--- config.mk ---
export PLATFORM = sky130hd
export DESIGN_NAME = lat_decoder
export DESIGN_NICKNAME = d
export VERILOG_FILES = /design/src/rtl/lat_decoder_pkg.sv /design/src/rtl/lat_decoder_ctrl.sv /design/src/rtl/lat_decoder_dp.sv /design/src/rtl/lat_decoder.sv
export SDC_FILE = /design/constraint.sdc
export NUM_CORES = 1
export LEC_CHECK = 0
export ABC_AREA = 1
export BUFFER_PORTS_ARGS = -buffer_cell sky130_fd_sc_hd__buf_2
export CORE_AREA = 2 2 39 41
export CTS_CLUSTER_SIZE = 12
export DETAILED_ROUTE_END_ITERATION = 7
export DIE_AREA = 0 0 41 43
export SLEW_MARGIN = 0
export SYNTH_ARGS = -nofsm -noshare
export SYNTH_HDL_FRONTEND = slang
export SYNTH_SLANG_ARGS = --single-unit
--- constraint.sdc ---
create_clock -name clk -period 1.3 [get_ports clk]
set_clock_uncertainty 0.15 [all_clocks]
set_input_delay 0.065 -clock clk [delete_from_list [all_inputs] [get_ports clk]]
set_output_delay 0.065 -clock clk [all_outputs]
set_load 0.005 [all_outputs]
--- src/rtl/lat_decoder_pkg.sv ---
package lat_decoder_pkg;
  // Strobes from control to datapath
  typedef struct packed {
    logic capture;  // store selIn at this edge
    logic closed;   // decode from the stored address
    logic outOn;    // both gates enable the outputs
  } decStrobes_t;
endpackage

--- src/rtl/lat_decoder_ctrl.sv ---
module lat_decoder_ctrl
  import lat_decoder_pkg::*;
(
  input  logic        clk,
  input  logic        rstN,
  input  logic        holdEn,
  input  logic        gateOn,
  input  logic        gateOffN,
  output decStrobes_t strb
);
  logic holdSeen;  // holdEn was high at the previous edge

  always_ff @(posedge clk or negedge rstN) begin
    if (!rstN) holdSeen <= 1'b0;
    else       holdSeen <= holdEn;
  end

  always_comb begin
    strb.capture = holdEn & ~holdSeen & rstN;
    strb.closed  = holdEn & holdSeen;
    strb.outOn   = gateOn & ~gateOffN;
  end
endmodule

--- src/rtl/lat_decoder_dp.sv ---
module lat_decoder_dp
  import lat_decoder_pkg::*;
#(
  parameter int SEL_W = 3
) (
  input  logic               clk,
  input  logic               rstN,
  input  logic [SEL_W-1:0]   selIn,
  input  decStrobes_t        strb,
  output logic [(1<<SEL_W)-1:0] yN
);
  localparam int OUT_N = 1 << SEL_W;

  logic [SEL_W-1:0] heldAddr;
  logic [SEL_W-1:0] effAddr;

  always_ff @(posedge clk or negedge rstN) begin
    if (!rstN)             heldAddr <= '0;
    else if (strb.capture) heldAddr <= selIn;
  end

  assign effAddr = strb.closed ? heldAddr : selIn;

  for (genvar i = 0; i < OUT_N; i++) begin : g_line
    assign yN[i] = ~(strb.outOn && (effAddr == SEL_W'(i)));
  end
endmodule

--- src/rtl/lat_decoder.sv ---
module lat_decoder
  import lat_decoder_pkg::*;
#(
  parameter int SEL_W = 3
) (
  input  logic                  clk,
  input  logic                  rstN,
  input  logic [SEL_W-1:0]      selIn,
  input  logic                  holdEn,
  input  logic                  gateOn,
  input  logic                  gateOffN,
  output logic [(1<<SEL_W)-1:0] yN
);
  decStrobes_t strb;

  lat_decoder_ctrl u_ctrl (
    .clk(clk), .rstN(rstN), .holdEn(holdEn),
    .gateOn(gateOn), .gateOffN(gateOffN), .strb(strb)
  );

  lat_decoder_dp #(.SEL_W(SEL_W)) u_dp (
    .clk(clk), .rstN(rstN), .selIn(selIn), .strb(strb), .yN(yN)
  );
endmodule

---- Word-level counts from Yosys, hierarchy flattened ----
Cells that the tools add are included.
W data, S select, Z words.
storage, ports and cells
  flip-flop bits (word level) ............. 4
  input port bits ......................... 8
  logic and storage cells ................. 33
operators by class
  muxes and demuxes ....................... 1
  bitwise operators ....................... 14
  eq/ne operators ......................... 7
  reductions and logical operators ........ 9
operators by type and width
  cell                  number
  $eq A3 B3 Y1 const B  4
  $not A1 Y1            10
  $logic_and A1 B1 Y1   8
  $eq A3 B2 Y1 const B  2
  $and A1 B1 Y1         4
  $eq A3 B1 Y1 const B  1
  $logic_not A3 Y1      1
  $mux W3               1

---- Logic depth before layout (Yosys ltp) ----
Gate-level depths: netlist of run 1.
  word-level depth ........................ 5
  gate-level depth with buffers ........... 6
  gate-level depth less buffers ........... 5

---- Hierarchy ----
From an unflattened synthesis of run 1, not the netlist that was laid out.
unflattened totals
  cells, all modules ...................... 52
  area total of the unflattened synthesis .. 311.5 sq um
modules (own cells, without submodules)
  module            cells an instance  area an instance (sq um)  times used
  lat_decoder_dp    45                 261.5                     1
  lat_decoder_ctrl  7                  50.0                      1

---- Least setup slack after synthesis of run 1 ----
Ideal clock, no wire load.
  path type ............................... register to register
  start ................................... register u_ctrl.holdSeen
  end ..................................... register u_dp.heldAddr[0]
  stages on the path, launching flop included .. 5
  required time ........................... 1.024 ns
  setup time .............................. 0.126 ns
  period minus slack after synthesis ...... 1.045 ns
  setup slack ............................. 0.255 ns
  arrival ................................. 0.769 ns
  cell sequence ........................... dfrtp_1 -> buf_4 -> nand3b_4 -> nand2_1 -> o21ai_0
on the way
  word-level cells in the longest chain between the ends .. 3
RTL lines
  what                         line                    text
  start, declared              lat_decoder_ctrl.sv:11  logic holdSeen;
  start signal, assigned       lat_decoder_ctrl.sv:15  else holdSeen <= holdEn;
  $not A1 Y1                   lat_decoder_ctrl.sv:19  strb.capture = holdEn & ~holdSeen & rstN;
  $and A1 B1 Y1 (2 in series)  lat_decoder_ctrl.sv:19
  end signal, assigned         lat_decoder_dp.sv:19    else if (strb.capture) heldAddr <= selIn;
  end, declared                lat_decoder_dp.sv:14    logic [SEL_W-1:0] heldAddr;
No other way between the ends.
A chain may end at the register's enable or synchronous reset.

---- Final worst setup path of run 1 ----
  start ................................... register u_ctrl.holdSeen
  end ..................................... output yN[7]
on the way
  word-level cells in the longest chain between the ends .. 5
RTL lines
  what                 line                    text
  $and A1 B1 Y1        lat_decoder_ctrl.sv:20  strb.closed = holdEn & holdSeen;
  $mux W3              lat_decoder_dp.sv:22    assign effAddr = strb.closed ? heldAddr : selIn;
  $eq A3 B3 Y1         lat_decoder_dp.sv:25    assign yN[i] = ~(strb.outOn && (effAddr == SEL_W'(i)));
  $logic_and A1 B1 Y1  lat_decoder_dp.sv:25
  $not A1 Y1           lat_decoder_dp.sv:25
  end, declared        lat_decoder.sv:12       output logic [(1<<SEL_W)-1:0] yN
No other way between the ends.

==> results.md, run 1 <==
- P_leak: 0.257 nW
- Max-cap violations: 0
- Yosys cell types: 11
- Post-Layout Cell Count: 89
- Initial DRC count: 6
- Clk root buf: clkbuf_4
- CTS H-tree depth: 1
- Maximum clock path buffer count: 2
- Clock Latency Late Sink: 0.23 ns
- Failing checks: hold timing, setup timing
- Per-cell routed wire length: 8.19 um
- CTS buffer count: 3
- Hold Crit Class: in -> reg
- Critical path data arrival time: 1.19 ns
- Placed cells: 83
- First-pass detailed-route iteration total: 4
- Layout cells sized above 1: 45.2%
- First-pass GRT wire length: 1190 um
- Global placement routability congestion: 0.769
- DRC viols: 0
- Setup slack, reg-to-reg: 0.21 ns
- Sequential-to-total area share from yosys stat: 29.5%
- Initial antenna violation count: 0
- HPWL Detailed: 591 um
- Most used cell, CP: nand2_1
- Layout area overhead: 48.7%
- Final WL: 729 um
- PD cells: 854 nW/um2
- I/O pin count: 16
- Tightest Pin Transition: 0.195 ns
- Status: finished with violations
- Final Max Tran Viols: 0
- Syn Nets: 62
- Netlist Area Pre-Place: 339 um2
- Yosys Warn Count: 0
- Via count of the first global-routing pass: 323
- CP required: 1.09 ns
- Final net count: 83
- Vert. Die Dim: 43 um
- Row cnt: 14
- Reg2Reg Launch Point: u_ctrl.holdSeen
- Max Freq: 0.711 GHz
- CTS tree: yes
- Vias per inst: 4.38
- Cells after Synth: 54
- Maximum VDD drop: 741 uV
- Die width: 41 um
- Syn_area_per_cell: 6.28 um2
- Setup crit end: yN[7]
- Switching power total: 0.000133 W
- Capturing point of the worst reg2reg path: u_dp.heldAddr[2]
- Top cells by area, synth: dfrtp_1 30%, nand2_1 27%, nand3_1 8.9%, inv_1 7.7%, nand3b_4 5.9%
- CP Launch Type: flop
- Logic pwr share: 28.5%
- Final worst slack: -0.106 ns
- Clock sinks: 4
- CP Launch Point: u_ctrl.holdSeen
- Synth top area share: 29.5%
- Overflow left after global routing: 0
- Clk pin slew, worst setup/hold paths: 0.04 ns
- Post-route ant nets: 0
- Post-synth top area cell: dfrtp_1
- WHS: -0.00273 ns
- R2R cell count: 3
- Core Box Area: 1380 um2
- Crit-path max FO: 8
- Cell at the slowest stage of the critical path: dfrtp_2
- Min cycle time layout: 1.41 ns
- Worst Setup End Kind: output pin
- RSZ-0062 raised after global routing: yes
- Tot GR Track Use: 9.86%
- N_diodes: 0
- Slew headroom: 87.0%
- Clock share of power: 35.0%
- Largest net degree at the start of global routing: 10
- Die area: 1760 um2
- Flops & latches, synth: 4
- Worst path max stage delay: 0.43 ns
- Initial Util: 24.5%
- Via Count: 390
- Period utilization: 108%
- Final Hold Fails: 1
- Sw Ratio: 30.8%
- Core Util, Final: 36.4%
- Final setup violating endpoints: 8
- Pre-CTS WS: 0.0426 ns
- Internal: 0.000298 W
- # port buffers: 15
- Setup_tns: -0.817 ns
- Crit Path Category: reg -> out
- Worst-path cell chain: nand2_4 -> nand2_1 -> nand2_2 -> nor2_2 -> nand2_1 -> buf_2
- Power share of the sequential group: 36.5%
==> synthesized netlist by cell type <==
cell,n
buf_4,1
buf_6,1
dfrtp_1,4
inv_1,7
nand2_1,24
nand2_4,1
nand3_1,6
nand3b_4,1
nor2_1,4
nor2_2,2
o21ai_0,3
==> cell usage in the layout (no fill, tap or decap) <==
cell type      instances
nand2_1               18
buf_2                 15
inv_1                  7
nand3_1                6
nand2_2                6
nor2_2                 4
o21ai_0                3
clkbuf_4               3
dlygate4sd3_1          3
dfrtp_1                3
nor2_4                 2
nand2_4                1
nand3b_4               1
dfrtp_2                1
==> registers in the layout (all words and copies together), names as in the netlist <==
| name | flops |
|---|---|
| u_dp.heldAddr | 3 |
| u_ctrl.holdSeen | 1 |
==> worst min-delay path by stage <==
stage,startpoint,to,slack [ns],depth (start not counted)
2_1_floorplan,rstN,u_ctrl.holdSeen,-0.38,0
3_3_place_gp,rstN,u_dp.heldAddr[1],-0.25,1
3_5_place_dp,rstN,u_dp.heldAddr[1],-0.26,1
4_1_cts,selIn[0],u_dp.heldAddr[0],0.002,3
5_1_grt,selIn[0],u_dp.heldAddr[0],0.009,3
6_report,selIn[0],u_dp.heldAddr[0],-0.003,3
==> power by group through the flow <==
stage / combinational [W] / sequential [W] / clock [W]
after floorplan: 0.0000756 / 0.000152 / 0
after global placement: 0.0000974 / 0.000158 / 0
after detailed placement: 0.0000987 / 0.000158 / 0
after CTS: 0.000107 / 0.000157 / 0.000157
after global routing: 0.000142 / 0.000160 / 0.000162
final: 0.000123 / 0.000157 / 0.000151
==> metrics by stage <==
step | area (um2) | power [W]
2_1_floorplan | 339 | 0.000228
3_3_place_gp | 415 | 0.000255
3_5_place_dp | 415 | 0.000257
4_1_cts | 469 | 0.000421
5_1_grt | 504 | 0.000463
6_report | 504 | 0.000431
==> worst max-delay path: cells and delay by family (launching register included) <==
family,cells,cell delay [ns]
buffers and inverters,1,0.12
flip-flops,1,0.43
AND/OR/NAND/NOR,5,0.40
==> cell type report <==
class                           instances  area, um2
Clock buffer                            3       22.5
Fill cell                             148        880
Inverter                                7       26.3
Multi-Input combinational cell         41        229
Sequential cell                         4        101
Tap cell                               16       20.0
Timing Repair Buffer                   18        105
==> layer usage <==
| layer | GRT usage [%] | routed length [um] | up-vias |
|---|---|---|---|
| li1 | - | - | 204 |
| met1 | 11.7 | 305 | 176 |
| met2 | 15.6 | 396 | 10 |
| met3 | 4.71 | 27 | 0 |
| met4 | 2.00 | 0 | 0 |
| met5 | 0 | 0 | - |
==> cell families (layout without fill, tap and decap cells) <==
family | Yosys count | in the layout | synth area share, %
buf+inv | 9 | 28 | 13.3
compound gates | 3 | 3 | 4.43
flops | 4 | 4 | 29.5
simple gates | 38 | 38 | 52.8
==> repair_timing <==
| item | CTS | global route |
|---|---|---|
| hold endpoints to repair | 6 | 0 |
| pin swaps | 7 | 6 |
| endpoints found under the setup margin | 8 | 8 |
| hold buffers | 3 | 0 |
| resized for setup | 1 | 12 |
| setup buffers | 0 | 0 |
Note: power is estimated with default switching activity, not from simulation.
==> inputs of run 2 (changes only) <==
==> constraint.sdc (replaced) <==
create_clock -name clk -period 1.3 [get_ports clk]
set_clock_uncertainty 0.15 [all_clocks]
set_input_delay 0.065 -clock clk [delete_from_list [all_inputs] [get_ports clk]]
set_output_delay 0.065 -clock clk [all_outputs]
set_load 0.1 [all_outputs]
==> run 2 against run 1 <==
  * Non-clock buffer count up 1
  * Combinational power increased by 100%
  * Final cell count is 1.1% higher
  * Register-to-register slack about the same
  * Critical path depth stayed put
  * Worst hold slack better by 0.038 ns
  * Global-route usage grew 3.4 points
  * Count of clock-buffer cells in the layout did not move
  * The run ends with setup timing left
  * Clock power about the same
  * Largest power group is now combinational cells
  * Core utilization up 16 points
  * Power up 29%
  * Critical path type unchanged
  * Sequential power is essentially flat
==> results.md, run 2 (same netlist as run 1, synthesis figures left out) <==
- CTS buffer count: 3
- Via Count: 392
- P_leak: 0.415 nW
- Critical path data arrival time: 1.36 ns
- Tot GR Track Use: 13.3%
- Initial antenna violation count: 0
- CP Launch Point: u_ctrl.holdSeen
- PD cells: 773 nW/um2
- Core Util, Final: 52.0%
- Internal: 0.000334 W
- I/O pin count: 16
- N_diodes: 0
- CP Launch Type: flop
- Vert. Die Dim: 43 um
- Layout cells sized above 1: 58.1%
- CTS tree: yes
- Initial Util: 24.5%
- # port buffers: 15
- Pre-CTS WS: -0.147 ns
- Max Freq: 0.636 GHz
- WHS: 0.0355 ns
- Final Hold Fails: 0
- Slew headroom: 82.9%
- Die area: 1760 um2
- Clock share of power: 26.9%
- Core Box Area: 1380 um2
- Crit-path max FO: 8
- Final WL: 922 um
- Crit Path Category: reg -> out
- Clk pin slew, worst setup/hold paths: 0.04 ns
- Clock Latency Late Sink: 0.23 ns
- Period utilization: 121%
- Failing checks: setup timing
- Overflow left after global routing: 0
- R2R cell count: 3
- Reg2Reg Launch Point: u_ctrl.holdSeen
- CTS H-tree depth: 1
- Global placement routability congestion: 0.771
- Power share of the sequential group: 28.4%
- First-pass detailed-route iteration total: 2
- Top Registers: u_dp.heldAddr x3, u_ctrl.holdSeen x1
- Row cnt: 14
- DRC viols: 0
- Maximum VDD drop: 516 uV
- Min cycle time layout: 1.57 ns
- Status: finished with violations
- Post-route ant nets: 0
- Final setup violating endpoints: 8
- Clock sinks: 4
- Largest Register: u_dp.heldAddr
- Tightest Pin Transition: 0.256 ns
- HPWL Detailed: 720 um
- Layout area overhead: 112%
- Setup slack, reg-to-reg: 0.22 ns
- CP required: 1.09 ns
- Clk root buf: clkbuf_4
- Per-cell routed wire length: 10.2 um
- Leading cell type in the layout, fill and taps excluded: nand2_4
- Via count of the first global-routing pass: 378
- Maximum clock path buffer count: 2
- Vias per inst: 4.36
- Final worst slack: -0.272 ns
- Logic pwr share: 44.7%
- Hold Crit Class: in -> async
- Largest register FFs: 3
- Worst Setup End Kind: output pin
- Final Max Tran Viols: 0
- Commonest non-fill, non-tap cells in the layout: 9 x nand2_4, 8 x nand2_1, 8 x nand2_2, 8 x buf_12
- Capturing point of the worst reg2reg path: u_dp.heldAddr[2]
- RSZ-0062 raised after global routing: yes
- Switching power total: 0.000222 W
- Die width: 41 um
- First-pass GRT wire length: 1570 um
- Largest net degree at the start of global routing: 10
- Initial DRC count: 1
- Max-cap violations: 0
- Sw Ratio: 40.0%
- Setup crit end: yN[6]
- Final net count: 84
## run 2: cell types whose count changed in the layout (fill, tap and decap cells not counted), sizes merged
cell / delta
dlygate4sd3: +1
## run 2: routing by layer
layer / wire (um) / global-route usage [%]
met1: 377 / 15.3
met2: 497 / 20.9
met3: 47 / 3.14
met4: 0 / 8.00
met5: 0 / 0
## run 2: cell type report
cell class / instances / area, um2
fill: 140 / 664
multi-input combinational: 41 / 314
timing repair buffer: 19 / 235
sequential: 4 / 101
inverter: 7 / 26.3
clock buffer: 3 / 22.5
tap: 16 / 20.0
## run 2: power by group through the flow
stage | Combinational, W | Sequential, W | Clock [W]
2_1_floorplan | 0.000177 | 0.000152 | 0
3_3_place_gp | 0.000227 | 0.000157 | 0
4_1_cts | 0.000249 | 0.000157 | 0.000159
3_5_place_dp | 0.000229 | 0.000158 | 0
5_1_grt | 0.000267 | 0.000159 | 0.000166
6_report | 0.000248 | 0.000158 | 0.000150
## run 2: repair_timing
action,4_1_cts,5_1_grt
hold buffers,4,0
setup buffers,0,0
gates resized for setup,8,1
pin swaps,7,5
setup endpoints to repair,8,8
endpoints found under the hold margin,7,0
## run 2: worst min path at each step
stage	from	end	slack (ns)	cells after the start
after floorplan	rstN	u_ctrl.holdSeen	-0.38	0
after global placement	rstN	u_ctrl.holdSeen	-0.26	1
after global routing	selIn[2]	u_dp.heldAddr[2]	0.05	3
final	rstN	u_dp.heldAddr[0]	0.04	2
after CTS	selIn[2]	u_dp.heldAddr[2]	0.01	3
after detailed placement	rstN	u_ctrl.holdSeen	-0.25	1
## run 2: worst max-delay path, cell delays in order (launching register included)
cell,delay (ns)
dfrtp_2,0.43
nand2_4,0.09
nand2_2,0.07
nand2_2,0.06
nor2_4,0.22
nand2_4,0.08
buf_12,0.17
## run 2: stage by stage
step / instance area, um2 / total power, W / cells / setup TNS, ns
floorplan: 439 / 0.000330 / 54 / -0.0350
global placement: 636 / 0.000384 / 83 / -0.768
CTS: 717 / 0.000565 / 90 / -2.38
global route: 719 / 0.000592 / 90 / -2.74
finish: 719 / 0.000556 / 90 / -2.11
detailed placement: 636 / 0.000388 / 83 / -1.06
